<file path="config.mk">
export PLATFORM = sky130hd
export DESIGN_NAME = exc_entry_unit
export DESIGN_NICKNAME = d
export VERILOG_FILES = /design/src/rtl/exc_entry_unit.sv
export SDC_FILE = /design/constraint.sdc
export NUM_CORES = 1
export LEC_CHECK = 0
export ABC_AREA = 1
export BUFFER_PORTS_ARGS = -buffer_cell sky130_fd_sc_hd__buf_2
export CAP_MARGIN = 30
export CORE_MARGIN = 2
export CORE_UTILIZATION = 45
export CTS_CLUSTER_DIAMETER = 30
export DETAILED_ROUTE_END_ITERATION = 12
export GPL_ROUTABILITY_DRIVEN = 0
export GPL_TIMING_DRIVEN = 1
export PLACE_DENSITY_LB_ADDON = 0.25
export SYNTH_ARGS = -nofsm -noshare
export SYNTH_HDL_FRONTEND = slang
export SYNTH_SLANG_ARGS = --single-unit
</file>
<file path="constraint.sdc">
create_clock -name clk -period 2.75 [get_ports clk]
set_clock_uncertainty 0.2 [all_clocks]
set_input_delay 0.825 -clock clk [delete_from_list [all_inputs] [get_ports clk]]
set_output_delay 0.825 -clock clk [all_outputs]
set_load 0.02 [all_outputs]
</file>
<file path="src/rtl/exc_entry_unit.sv">
module exc_entry_unit #(
  parameter logic [31:0] MSR_RST   = 32'h0000_0040,
  parameter logic [31:0] HI_PREFIX = 32'hFFF0_0000,
  parameter logic [31:0] OFF_EXT   = 32'h0000_0500,
  parameter logic [31:0] OFF_PM    = 32'h0000_0F00,
  parameter logic [31:0] OFF_DEC   = 32'h0000_0900
) (
  input  logic        clk,
  input  logic        rst_n,
  input  logic        ext_req,
  input  logic        pm_req,
  input  logic        dec_req,
  input  logic [31:0] next_pc,
  input  logic [31:0] exec_pc,
  input  logic        msr_wr,
  input  logic [31:0] msr_wdata,
  output logic        take,
  output logic [1:0]  take_src,
  output logic        vec_valid,
  output logic [31:0] redirect_addr,
  output logic [31:0] msr,
  output logic [31:0] save0,
  output logic [31:0] save1,
  output logic [31:0] sampled_addr
);
  localparam int B_ILE = 16, B_EE = 15, B_ME = 12, B_IP = 6, B_LE = 0;
  localparam logic [31:0] SAVE_KEEP = 32'h87C0_FFFF;
  localparam logic [31:0] ENTRY_CLR = 32'h0004_EF36;
  localparam logic [1:0]  SRC_NONE = 2'b00, SRC_EXT = 2'b01, SRC_PM = 2'b10, SRC_DEC = 2'b11;

  logic [31:0] offset, msr_entry;

  assign take_src = !msr[B_EE] ? SRC_NONE :
                    ext_req    ? SRC_EXT  :
                    pm_req     ? SRC_PM   :
                    dec_req    ? SRC_DEC  : SRC_NONE;
  assign take      = take_src != SRC_NONE;
  assign vec_valid = take;

  always_comb begin
    case (take_src)
      SRC_EXT: offset = OFF_EXT;
      SRC_PM:  offset = OFF_PM;
      SRC_DEC: offset = OFF_DEC;
      default: offset = '0;
    endcase
  end

  assign redirect_addr = (msr[B_IP] ? HI_PREFIX : 32'h0) + offset;

  always_comb begin
    msr_entry = msr & ~ENTRY_CLR;
    msr_entry[B_LE] = msr[B_ILE];
  end

  always_ff @(posedge clk or negedge rst_n) begin
    if (!rst_n) begin
      msr          <= MSR_RST;
      save0        <= '0;
      save1        <= '0;
      sampled_addr <= '0;
    end else if (take) begin
      msr   <= msr_entry;
      save0 <= next_pc;
      save1 <= msr & SAVE_KEEP;
      if (take_src == SRC_PM) sampled_addr <= exec_pc;
    end else if (msr_wr) begin
      msr <= msr_wdata;
    end
  end

  AST_PRIO_EXT: assert property (@(posedge clk) disable iff (!rst_n)
    (take && ext_req) |-> take_src == SRC_EXT);
  AST_GATED: assert property (@(posedge clk) disable iff (!rst_n)
    !msr[B_EE] |-> !vec_valid);
  AST_SAVE_MASK: assert property (@(posedge clk) disable iff (!rst_n)
    take |=> (save1 & ~SAVE_KEEP) == 32'h0);
  AST_ME_KEPT: assert property (@(posedge clk) disable iff (!rst_n)
    take |=> msr[B_ME] == $past(msr[B_ME]));
  AST_SAMPLE_HOLD: assert property (@(posedge clk) disable iff (!rst_n)
    (take_src != SRC_PM) |=> $stable(sampled_addr));
  AST_NO_BACK2BACK: assert property (@(posedge clk) disable iff (!rst_n)
    take |=> !take);
endmodule

</file>
Yosys cells after proc, flatten, opt, wreduce, memory -nomap -nowiden
Cells that the tools add are included.
- $add $sub $neg: 1
- multipliers: 0
- div/mod/pow operators: 0
- magnitude comparators: 0
- equal/unequal tests: 3
- shift-type cells: 0
- mux-type cells: 8
- bitwise operators: 1
- reductions and logical operators: 4
- operator list (kind ; count):
    19-bit 2-to-1 mux ; 2
    12-bit case mux with 3 select lines ; 1
    32-bit adder ; 1
    32-bit 2-to-1 mux ; 1
    2-bit 2-to-1 mux ; 4
    2-bit == test, second input constant ; 2
    2-bit AND reduction ; 2
    2-bit nonzero test ; 2
    2-bit by 1-bit == test with 1-bit output, second input constant ; 1
    1-bit NOT ; 1
- register bits: 118
- bits in latches: 0
- RAM bits: 0
- ROM bits: 0
- output and inout bits: 164
- word-level logic and storage cells: 22
- memories kept: 0

Depth between registers and ports, before layout
Gate-level depths: netlist of run 1.
- depth after elaboration: 7
- gate-level depth with buffers: 10
- gate-level depth less buffers: 9

Least setup slack after synthesis of run 1
No wires, ideal clock.
- path type: input to output
- start point: input pm_req
- end point: output redirect_addr[11]
- arrival time: 2.239 ns
- required time: 1.725 ns
- path slack: -0.514 ns
- cell stages on the path: 5
- buffers on the path: 1
- cell sequence: nor2_1 > nor3_1 > ha_1 > buf_2 > or2_2
- word-level cells in the longest chain between the ends: 6
- RTL lines (what ; line ; text):
    start, declared ; 11 ; input logic pm_req,
    2-bit 2-to-1 mux (*) ; 35 ; pm_req ? SRC_PM :
    2-bit 2-to-1 mux (*) ; 34 ; ext_req ? SRC_EXT :
    2-bit 2-to-1 mux (*) ; 33 ; assign take_src = !msr[B_EE] ? SRC_NONE :
    via take_src[1] ; 18 ; output logic [1:0] take_src,
    2-bit == test / 2-bit by 1-bit == test with 1-bit output (equally long branches) ; 41 ; case (take_src)
    12-bit case mux with 3 select lines (*) ; 41 ;
    32-bit adder (*) ; 49 ; assign redirect_addr = (msr[B_IP] ? HI_PREFIX : 32'h0) + offset;
    end, declared ; 20 ; output logic [31:0] redirect_addr,
Mark *: on every way through the listed nets, which the timed path passes. The rest lies on a longest branch.

Worst setup path after layout of run 1
- start point: input dec_req
- end point: output redirect_addr[11]
- word-level cells in the longest chain between the ends: 7
- RTL lines (what ; line ; text):
    start, declared ; 12 ; input logic dec_req,
    2-bit 2-to-1 mux (*) ; 36 ; dec_req ? SRC_DEC : SRC_NONE;
    2-bit 2-to-1 mux (*) ; 35 ;
    2-bit 2-to-1 mux (*) ; 34 ;
    2-bit 2-to-1 mux (*) ; 33 ;
    2-bit == test / 2-bit by 1-bit == test with 1-bit output (equally long branches) ; 41 ;
    12-bit case mux with 3 select lines (*) ; 41 ;
    32-bit adder (*) ; 49 ;
Every way passes the cells marked *; elsewhere a longest branch is shown, timed or not.

==> qor.tcl, run 1 <==
set qor(basic_gate_share_of_the_synthesized_area_counting_and_or_nand_and_nor_cells_pct) 23.2
set qor(finalInstanceArea_um2) 6750
set qor(routedWlPerCell_um) 13.0
set qor(yosys_warnings) 0
set qor(max_slew_headroom_at_the_worst_pin_pct) 59.5
set qor(area_growth_pct) 37.3
set qor(placedCellCount) 909
set qor(fin_tns_setup_ns) 0
set qor(yosysUniqueCellTypes) 21
set qor(grt_max_degree) 119
set qor(synth_cell_area_um2) 4910
set qor(clock_tree.buffer_depth) 2
set qor(cts-buffers-inserted) 17
set qor(firstDrtPassIters) 5
set qor(via_count) 4174
set qor(most-common-layout-cells) {sky130_fd_sc_hd__nand2_1 (285), sky130_fd_sc_hd__buf_2 (232), sky130_fd_sc_hd__dfrtp_1 (117)}
set qor(grt.overflow.total) 0
set qor(hold_class) {in2async}
set qor(report.final.slew_viol_count) 0
set qor(maxClockFrequency_mhz) 366
set qor(status) {finished clean}
set qor(critical_path.max_stage_delay_ns) 0.24
set qor(required_ns) 1.73
set qor(synth-seq-area-share_pct) 60.1
set qor(fin_nets) 898
set qor(root_buffer_master) {sky130_fd_sc_hd__clkbuf_8}
set qor(h_tree_depth) 4
set qor(critPathKind) {in2out}
set qor(maxCapViolations) 0
set qor(peakVddDrop_v) 0.000449
set qor(detail-route-antenna-nets) 0
set qor(chip_height_um) 109
set qor(grt_setup_unrepaired) {true}
set qor(synth_compound_gate_area_share_pct) 3.46
set qor(fin_cells) 945
set qor(global_route.usage.total_pct) 21.1
set qor(timing.critical_path.fanout_max) 3
set qor(cts_tree) {yes}
set qor(coreArea_um2) 10700
set qor(power.static_leakage_nw) 3.98
set qor(final_count_of_hold_timing_violations) 0
set qor(port_buffers) 239
set qor(post_cts_hold_buffer_count) 0
set qor(met2_wirelength_mm) 5.89
set qor(power.density_nw_per_um2) 1020
set qor(grt_first_pass_wirelength_mm) 18.9
set qor(route.final.wire_length_mm) 12.3
set qor(n_fill_cell) 921
set qor(clk_transition_reported_paths_ns) 0.05
set qor(io_pins) 266
set qor(worstSetupEndpointType) {output port}
set qor(timing.hold.ws_ns) 0.217
set qor(n_antenna_cell) 0
set qor(design.die.area_um2) 11800
set qor(min_period_ns) 2.74
set qor(critPathSlowestCell) {sky130_fd_sc_hd__or2_4}
set qor(drc) 0
set qor(post_synth_xor_area_fraction_pct) 0
set qor(antenna_violations_before_repair) 0
set qor(met3_length_mm) 1.09
set qor(worst_pin_slew_ns) 0.608
set qor(critPathArrivalTime_ns) 1.71
set qor(layout-drive-gt1-share_pct) 37.3
set qor(drt-vias-per-instance) 4.42
set qor(m1WireLength_mm) 5.09
set qor(finalSetupViolations) 0
set qor(cp_cell_instances) {buf_2 > nand2_2 > nand2_1 > nand2_2 > ha_4 > or2_4 > buf_6}
set qor(synth_area_per_cell_um2) 8.79
set qor(mostFrequentLayoutCell) {sky130_fd_sc_hd__nand2_1}
set qor(place_area_um2) 6050
set qor(fp-row-count) 38
set qor(drtIter0Drc) 249
set qor(synth_adder_area_share_pct) 1.02
set qor(min_period_over_period_pct) 99.5
set qor(postSynthCellCount) 559
set qor(floorplan.die.width_um) 109
set qor(synth_mux_area_share_pct) 0
set qor(clkSinkCount) 118
set qor(worst_skew_pair.late_latency_ns) 0.51
set qor(dp_hpwl_mm) 8.59
set qor(maxUsedRoutingLayer) {met4}
set qor(initial_core_util_pct) 45.7
set qor(worst_path_most_repeated_cell) {sky130_fd_sc_hd__nand2_2}
set qor(number_of_global_route_vias_before_repair) 3925
set qor(critical_path.startpoint_type) {primary input}
set qor(synth_top_family_by_area) {simple AND/OR/NAND/NOR gates}
set qor(ys_ff_latch) 118
==> registers in the layout, indices dropped and copies added (netlist names) <==
signal / cells
save0: 32
sampled_addr: 32
msr: 32
save1: 22
==> path summary, 6_finish.rpt <==
check                         start  cells after the start                 to  slack, ns
hold reg to reg            save0[3]                      2           save0[3]       0.27
setup reg to reg            msr[15]                      9            msr[10]       0.69
setup / recovery            dec_req                      7  redirect_addr[11]       0.01
min in group clk           save0[3]                      2           save0[3]       0.27
max in group asynchronous     rst_n                      2   sampled_addr[10]       1.70
hold / removal                rst_n                      2          save0[20]       0.22
==> report_power, final <==
part / internal [mW] / switching (mW) / total, mW
logic: 0.653 / 1.39 / 2.04
registers: 2.23 / 0.266 / 2.49
clock network: 1.60 / 0.747 / 2.35
total: 4.48 / 2.40 / 6.89
==> cells in the mapped netlist, drive strengths merged <==
library cell	instances	area, um2
nor3	1	5.00
nor2	3	13.8
buf	62	439
conb	1	3.75
nand3	3	15.0
o21ai	33	165
dfrtp	117	2930
nand2	291	1100
ha	4	50.1
or2	1	6.26
dfstp	1	26.3
a21oi	1	5.00
clkbuf	2	8.75
inv	39	146
==> critical path: cells and delay by family <==
kind                       cells  cell delay (ns)
adders and majority gates      1             0.17
buffers and inverters          2             0.25
and+or+nand+nor                4             0.47
==> layout make-up <==
| cell class | instances | area [um2] | area share [%] |
|---|---|---|---|
| well taps | 140 | 175 | 2.60 |
| clock inverters | 10 | 175 | 2.60 |
| repair buffers | 253 | 1340 | 19.8 |
| multi-input cells | 363 | 1500 | 22.3 |
| flip-flops and latches | 118 | 2950 | 43.8 |
| inverters | 39 | 149 | 2.21 |
| clock buffers | 22 | 453 | 6.71 |
==> metrics by stage <==
| step | util [%] | total power, mW | setup slack (ns) |
|---|---|---|---|
| 2_1_floorplan | - | 3.81 | 0.00372 |
| 3_3_place_gp | 56.3 | 4.50 | -0.0446 |
| 3_5_place_dp | 56.3 | 4.56 | -0.0579 |
| 4_1_cts | 62.6 | 6.96 | 0.00896 |
| 5_1_grt | 62.8 | 7.28 | -0.0333 |
| 6_report | 62.8 | 6.89 | 0.0149 |
==> layer usage <==
layer	vias up	global-route usage, %
met5	-	0
met4	0	8.06
met3	20	7.90
met2	181	34.8
met1	1901	25.0
li1	2072	-
==> what timing repair did <==
| item | CTS | global route |
|---|---|---|
| gates resized for setup | 9 | 5 |
| pin swaps | 1 | 3 |
| setup endpoints to repair | 6 | 6 |
| buffers inserted | 3 | 1 |
==> cells by family (layout without fill, tap and decap cells) <==
| kind of cell | count (synthesis) | in the layout |
|---|---|---|
| and+or+nand+nor | 299 | 299 |
| DFF | 118 | 118 |
| buffers and inverters | 103 | 324 |
| AOI/OAI and AO/OA | 34 | 34 |
| adders and majority gates | 4 | 4 |
| other | 1 | 26 |
(Power assumes the default switching activity.)
==> run 2: changes to the inputs <==
==> constraint.sdc (replaced) <==
create_clock -name clk -period 2.6 [get_ports clk]
set_clock_uncertainty 0.2 [all_clocks]
set_input_delay 0.78 -clock clk [delete_from_list [all_inputs] [get_ports clk]]
set_output_delay 0.78 -clock clk [all_outputs]
set_load 0.02 [all_outputs]
==> run 2 against run 1 <==
Net effect:
- the run now ends with negative setup slack left
- final cell count up 0.95%
- critical path depth up 1
- setup slack worse by 0.066 ns
- hold slack better by 0.049 ns
- clock power about the same
- flip-flop and latch count unchanged
- largest cell class unchanged
- highest routed layer unchanged
==> qor.tcl, run 2 (synthesis results as in run 1) <==
set qor(root_buffer_master) {sky130_fd_sc_hd__clkbuf_8} ;# unchanged
set qor(net_load_switching_power_mw) 2.55 ;# was 2.40 mW
set qor(finalInstanceArea_um2) 6860 ;# was 6750 um2
set qor(top_usage_layer) {met2} ;# unchanged
set qor(worstReg2RegEnd) {msr[5]} ;# was msr[10]
set qor(routedWlPerCell_um) 13.1 ;# was 13.0 um
set qor(io_pins) 266 ;# unchanged
set qor(detail-route-antenna-nets) 0 ;# unchanged
set qor(use_met3_pct) 6.33 ;# was 7.90%
set qor(hold_class) {in2reg} ;# was in2async
set qor(clock_tree.buffer_depth) 2 ;# unchanged
set qor(place_area_um2) 6070 ;# was 6050 um2
set qor(antenna_violations_before_repair) 0 ;# unchanged
set qor(most-common-layout-cells) {sky130_fd_sc_hd__nand2_1 (283), sky130_fd_sc_hd__buf_2 (230), sky130_fd_sc_hd__dfrtp_1 (116)} ;# was sky130_fd_sc_hd__nand2_1 (285), sky130_fd_sc_hd__buf_2 (232), sky130_fd_sc_hd__dfrtp_1 (117)
set qor(violations_in_the_final_reports) {negative setup slack}
set qor(worst_setup_path_start) {pm_req} ;# was dec_req
set qor(floorplan.die.width_um) 109 ;# unchanged
set qor(port_buffers) 239 ;# unchanged
set qor(maxClockFrequency_mhz) 377
set qor(h_tree_depth) 4 ;# unchanged
set qor(design.die.area_um2) 11800 ;# unchanged
set qor(drt-vias-per-instance) 4.49 ;# was 4.42
set qor(dp_hpwl_mm) 8.70 ;# was 8.59 mm
set qor(via_count) 4281 ;# was 4174
set qor(pwr-share-clk_pct) 32.7 ;# was 34.1%
set qor(critPathSlowestCell) {sky130_fd_sc_hd__or2_4} ;# unchanged
set qor(drc) 0 ;# unchanged
set qor(min_path_cells) 3
set qor(pwr-share-seq_pct) 36.8 ;# was 36.2%
set qor(maxCapViolations) 0 ;# unchanged
set qor(area_growth_pct) 39.6 ;# was 37.3%
set qor(clk_transition_reported_paths_ns) 0.06 ;# was 0.05 ns
set qor(route.final.wire_length_mm) 12.5 ;# was 12.3 mm
set qor(initial_core_util_pct) 45.7 ;# unchanged
set qor(coreArea_um2) 10700 ;# unchanged
set qor(grt.overflow.total) 0 ;# unchanged
set qor(r2r_slack_ns) 0.10 ;# was 0.69 ns
set qor(number_of_global_route_vias_before_repair) 3996 ;# was 3925
set qor(worst_skew_pair.late_latency_ns) 0.50 ;# was 0.51 ns
set qor(critPathKind) {in2out} ;# unchanged
set qor(mostFrequentLayoutCell) {sky130_fd_sc_hd__nand2_1} ;# unchanged
set qor(comb_power_share_pct) 30.5 ;# was 29.7%
set qor(worstHoldStart) {msr_wdata[6]}
set qor(least_setup_slack_across_all_paths_after_layout_ns) -0.0512 ;# was 0.0149 ns
set qor(grt_setup_unrepaired) {true} ;# unchanged
set qor(peakVddDrop_v) 0.000450 ;# was 0.000449 V
set qor(critical_path.max_stage_delay_ns) 0.23 ;# was 0.24 ns
set qor(layout-drive-gt1-share_pct) 38.3 ;# was 37.3%
set qor(fp-row-count) 38 ;# unchanged
set qor(cp_cell_instances) {buf_6 > inv_2 > nand2_2 > nand2_2 > nand2_4 > ha_4 > or2_4 > buf_6} ;# was buf_2 > nand2_2 > nand2_1 > nand2_2 > ha_4 > or2_4 > buf_6
set qor(cell_internal_pwr_mw) 4.65 ;# was 4.48 mW
set qor(critical_path.startpoint_type) {primary input} ;# unchanged
set qor(min_period_ns) 2.65
set qor(grt.met2_usage_pct) 35.1 ;# was 34.8%
set qor(finalSetupViolations) 1 ;# was 0
set qor(critPathArrivalTime_ns) 1.67 ;# was 1.71 ns
set qor(status) {finished, violations left} ;# was finished clean
set qor(cts-buffers-inserted) 17 ;# unchanged
set qor(final_count_of_hold_timing_violations) 0 ;# unchanged
set qor(biggestRegsByFlops) {msr x32, sampled_addr x32, save0 x32} ;# unchanged
set qor(fin_nets) 906 ;# was 898
set qor(place_worst_setup_slack_ns) -0.120 ;# was -0.0579 ns
set qor(power.density_nw_per_um2) 1050 ;# was 1020 nW/um2
set qor(power.static_leakage_nw) 4.01 ;# was 3.98 nW
set qor(worst_pin_slew_ns) 0.590 ;# was 0.608 ns
set qor(whs_endpoint) {msr[6]}
set qor(grt_max_degree) 65 ;# was 119
set qor(clkSinkCount) 118 ;# unchanged
set qor(cts_tree) {yes} ;# unchanged
set qor(max_slew_headroom_at_the_worst_pin_pct) 60.7 ;# was 59.5%
set qor(timing.critical_path.fanout_max) 3 ;# unchanged
set qor(global_route.usage.total_pct) 21.2 ;# was 21.1%
set qor(netSwitchingFraction_pct) 35.4 ;# was 34.9%
set qor(r2r_start) {msr[15]} ;# unchanged
set qor(min_period_over_period_pct) 102
set qor(chip_height_um) 109 ;# unchanged
set qor(firstDrtPassIters) 5 ;# unchanged
set qor(global_route.usage.met1_pct) 25.2 ;# was 25.0%
set qor(reg2regPathDepth) 15 ;# was 9
set qor(worstSetupEndpointType) {output port} ;# unchanged
set qor(required_ns) 1.62 ;# was 1.73 ns
set qor(grt_first_pass_wirelength_mm) 19.1 ;# was 18.9 mm
set qor(drtIter0Drc) 249 ;# unchanged
set qor(report.final.slew_viol_count) 0 ;# unchanged
-- run 2: worst max-delay path, delay by kind of cell --
family / cells / cell delay, ns
fa+ha+maj: 1 / 0.16
buf+inv: 3 / 0.28
simple gates: 4 / 0.45
-- run 2: area by class of cell --
type,count,area (um2)
Tap cell,140,175
Clock inverter,10,153
Sequential cell,118,2960
Inverter,39,159
Antenna cell,1,2.50
Timing Repair Buffer,261,1450
Clock buffer,22,443
Multi-Input combinational cell,363,1530
Fill cell,939,3880
-- run 2: worst max path at each step --
stage / slack, ns / to / cells after the start
6_report: -0.05 / redirect_addr[11] / 8
5_1_grt: -0.08 / redirect_addr[11] / 5
4_1_cts: -0.04 / redirect_addr[11] / 5
3_5_place_dp: -0.12 / take / 8
3_3_place_gp: -0.09 / take / 8
2_1_floorplan: -0.02 / redirect_addr[11] / 5
-- run 2: through the flow --
stage	power, mW	util [%]	instances	setup TNS [ns]	hold slack (ns)
CTS	7.26	63.6	953	-0.0389	0.242
detailed placement	4.83	56.5	908	-0.461	0.256
global placement	4.77	56.5	908	-0.321	0.256
finish	7.19	63.8	954	-0.0512	0.266
global route	7.60	63.8	953	-0.233	0.256
floorplan	4.03	-	584	-0.0248	0.284
-- run 2: what timing repair did --
item | CTS | global route
setup buffers | 12 | 0
gates resized for setup | 24 | 10
endpoints found under the hold margin | 13 | 0
hold buffers | 1 | 0
pin swaps | 4 | 0
setup endpoints to repair | 7 | 37
-- run 2: layer usage --
layer	vias up	routed length [um]
met2	193	6150
met3	25	1020
li1	2095	-
met1	1968	5040
met4	0	289
met5	-	0
-- run 2: power by group through the flow --
stage | Combinational [mW] | Clock (mW) | Sequential [mW]
2_1_floorplan | 0.728 | 0 | 3.31
5_1_grt | 2.40 | 2.49 | 2.71
3_5_place_dp | 2.15 | 0 | 2.67
4_1_cts | 2.21 | 2.39 | 2.65
3_3_place_gp | 2.12 | 0 | 2.64
6_report | 2.20 | 2.35 | 2.65
==> run 3: changes to the inputs <==
--- a/config.mk
+++ b/config.mk
@@ -6,6 +6,7 @@
 export NUM_CORES = 1
 export LEC_CHECK = 0
 export ABC_AREA = 1
+export ABC_CLOCK_PERIOD_IN_PS = 2600
 export BUFFER_PORTS_ARGS = -buffer_cell sky130_fd_sc_hd__buf_2
 export CAP_MARGIN = 30
 export CORE_MARGIN = 2
@@ -14,6 +15,7 @@
 export DETAILED_ROUTE_END_ITERATION = 12
 export GPL_ROUTABILITY_DRIVEN = 0
 export GPL_TIMING_DRIVEN = 1
+export MAX_ROUTING_LAYER = met4
 export PLACE_DENSITY_LB_ADDON = 0.25
 export SYNTH_ARGS = -nofsm -noshare
 export SYNTH_HDL_FRONTEND = slang
==> run 3 against run 2 <==
Net effect:
- the flow still finishes with violations (negative setup slack)
- setup slack worse by 0.0065 ns
- count of clock-buffer cells in the layout did not move
- register-to-register slack about the same
- total power is essentially flat
- core utilization about the same
- combinational power barely moved
- global-route usage is 0.63 points higher
- wire length is 0.14% higher
- critical path type unchanged
- critical endpoint unchanged
- largest power group unchanged
- highest routed layer unchanged
==> qor.tcl, run 3 (synthesis results as in run 1) <==
set qor(critPathArrivalTime_ns) 1.68 ;# was 1.67 ns
set qor(grt_first_pass_wirelength_mm) 19.1 ;# about the same
set qor(cts_tree) {yes} ;# unchanged
set qor(power_mw) 7.20 ;# was 7.19 mW
set qor(io_pins) 266 ;# unchanged
set qor(timing.critical_path.fanout_max) 3 ;# unchanged
set qor(maxClockFrequency_mhz) 376 ;# was 377 MHz
set qor(report.final.slew_viol_count) 0 ;# unchanged
set qor(power.density_nw_per_um2) 1050 ;# about the same
set qor(finalSetupViolations) 1 ;# unchanged
set qor(number_of_global_route_vias_before_repair) 3999 ;# was 3996
set qor(area_growth_pct) 39.5 ;# was 39.6%
set qor(place_area_um2) 6070 ;# unchanged
set qor(fp-row-count) 38 ;# unchanged
set qor(timing.hold.ws_ns) 0.265 ;# was 0.266 ns
set qor(total_area_of_multi_input_combinational_cells_um2) 1530 ;# unchanged
set qor(grt_max_degree) 65 ;# unchanged
set qor(most-common-layout-cells) {sky130_fd_sc_hd__nand2_1 (283), sky130_fd_sc_hd__buf_2 (231), sky130_fd_sc_hd__dfrtp_1 (116)} ;# was sky130_fd_sc_hd__nand2_1 (283), sky130_fd_sc_hd__buf_2 (230), sky130_fd_sc_hd__dfrtp_1 (116)
set qor(drtIter0Drc) 211 ;# was 249
set qor(mostFrequentLayoutCell) {sky130_fd_sc_hd__nand2_1} ;# unchanged
set qor(fin_cells) 954 ;# unchanged
set qor(m1WireLength_mm) 5.13 ;# was 5.04 mm
set qor(route.final.wire_length_mm) 12.5 ;# about the same
set qor(firstDrtPassIters) 5 ;# unchanged
set qor(met2_wirelength_mm) 6.18 ;# was 6.15 mm
set qor(antenna_violations_before_repair) 0 ;# unchanged
set qor(critical_path.startpoint_type) {primary input} ;# unchanged
set qor(least_setup_slack_across_all_paths_after_layout_ns) -0.0577 ;# was -0.0512 ns
set qor(root_buffer_master) {sky130_fd_sc_hd__clkbuf_8} ;# unchanged
set qor(status) {finished, violations left} ;# unchanged
set qor(grt_setup_unrepaired) {true} ;# unchanged
set qor(drc) 0 ;# unchanged
set qor(h_tree_depth) 4 ;# unchanged
set qor(power.static_leakage_nw) 4.01 ;# about the same
set qor(max_slew_headroom_at_the_worst_pin_pct) 61.2 ;# was 60.7%
set qor(via_count) 4271 ;# was 4281
set qor(finalInstanceArea_um2) 6860 ;# about the same
set qor(chip_height_um) 109 ;# unchanged
set qor(hold_class) {in2reg} ;# unchanged
set qor(clock_tree.buffer_depth) 2 ;# unchanged
set qor(min_period_over_period_pct) 102 ;# about the same
set qor(worstSetupEndpointType) {output port} ;# unchanged
set qor(maxUsedRoutingLayer) {met4} ;# unchanged
set qor(biggestRegsByFlops) {msr x32, sampled_addr x32, save0 x32} ;# unchanged
set qor(postLayoutCoreUtil_pct) 63.8 ;# about the same
set qor(routedWlPerCell_um) 13.1 ;# about the same
set qor(final_count_of_hold_timing_violations) 0 ;# unchanged
set qor(port_buffers) 239 ;# unchanged
set qor(worst_pin_slew_ns) 0.582 ;# was 0.590 ns
set qor(worst_skew_pair.late_latency_ns) 0.50 ;# about the same
set qor(design.die.area_um2) 11800 ;# unchanged
set qor(global_route.usage.total_pct) 21.8 ;# was 21.2%
set qor(clk_transition_reported_paths_ns) 0.06 ;# about the same
set qor(min_period_ns) 2.66 ;# was 2.65 ns
set qor(r2r_slack_ns) 0.09 ;# was 0.10 ns
set qor(n_fill_cell) 941 ;# was 939
set qor(peakVddDrop_v) 0.000450 ;# about the same
set qor(required_ns) 1.62 ;# about the same
set qor(violations_in_the_final_reports) {negative setup slack} ;# unchanged
set qor(met3_length_um) 937 ;# was 1.02 mm
set qor(fin_nets) 906 ;# unchanged
set qor(dp_hpwl_mm) 8.70 ;# unchanged
set qor(placedCellCount) 908 ;# unchanged
set qor(layout-drive-gt1-share_pct) 38.3 ;# unchanged
set qor(maxCapViolations) 0 ;# unchanged
set qor(coreArea_um2) 10700 ;# unchanged
set qor(critPathKind) {in2out} ;# unchanged
set qor(initial_core_util_pct) 45.7 ;# unchanged
set qor(grt.overflow.total) 0 ;# unchanged
set qor(final-seq-area_um2) 2960 ;# unchanged
set qor(detail-route-antenna-nets) 0 ;# unchanged
set qor(clkSinkCount) 118 ;# unchanged
set qor(drt-vias-per-instance) 4.48 ;# was 4.49
set qor(cts-buffers-inserted) 17 ;# unchanged
set qor(floorplan.die.width_um) 109 ;# unchanged
## run 3: through the flow
step	TNS, ns	setup WS (ns)
3_3_place_gp	-0.321	-0.0892
2_1_floorplan	-0.0248	-0.0248
3_5_place_dp	-0.461	-0.120
6_report	-0.0577	-0.0577
5_1_grt	-0.233	-0.0804
4_1_cts	-0.0389	-0.0389
## run 3: area by class of cell
class	instances	share of cell area [%]
diodes	1	0.0365
clock inverters	10	2.23
well taps	140	2.55
multi-input cells	363	22.3
repair buffers	261	21.0
flip-flops and latches	118	43.1
clock buffers	22	6.46
inverters	39	2.32
## run 3: metal layers
layer	vias to the layer above	global-route usage, %
met5	-	-
met4	0	10.4
met3	23	5.42
met2	191	35.1
met1	1963	25.8
li1	2094	-
## run 3: timing repair
action	in CTS	in global routing
gates cloned	0	0
setup endpoints to repair	7	37
gates resized for setup	24	9
setup buffers	12	0
hold endpoints to repair	13	0
pin swaps	4	0
hold buffers	1	0
## run 3: critical path: stages
cell and delay [ns]:
sky130_fd_sc_hd__buf_2 0.13, sky130_fd_sc_hd__nand2_2 0.09, sky130_fd_sc_hd__nand2_2 0.08, sky130_fd_sc_hd__nand2_4 0.08, sky130_fd_sc_hd__ha_4 0.16, sky130_fd_sc_hd__or2_4 0.23, sky130_fd_sc_hd__buf_6 0.13
## run 3: path summary, 6_finish.rpt
kind | startpoint | depth (start not counted) | to
worst min-delay path | msr_wdata[6] | 3 | msr[6]
min in group asynchronous | rst_n | 2 | sampled_addr[18]
worst max-delay path | dec_req | 7 | redirect_addr[11]
max in group asynchronous | rst_n | 3 | msr[6]
worst min register to register | save1[0] | 2 | save1[0]
worst max register to register | msr[15] | 15 | msr[5]
## run 3: report_power, final
group	internal, mW	total (mW)	switching (mW)
Combinational	0.718	2.20	1.48
Sequential	2.36	2.65	0.293
Clock	1.57	2.35	0.779
Total	4.65	7.20	2.55
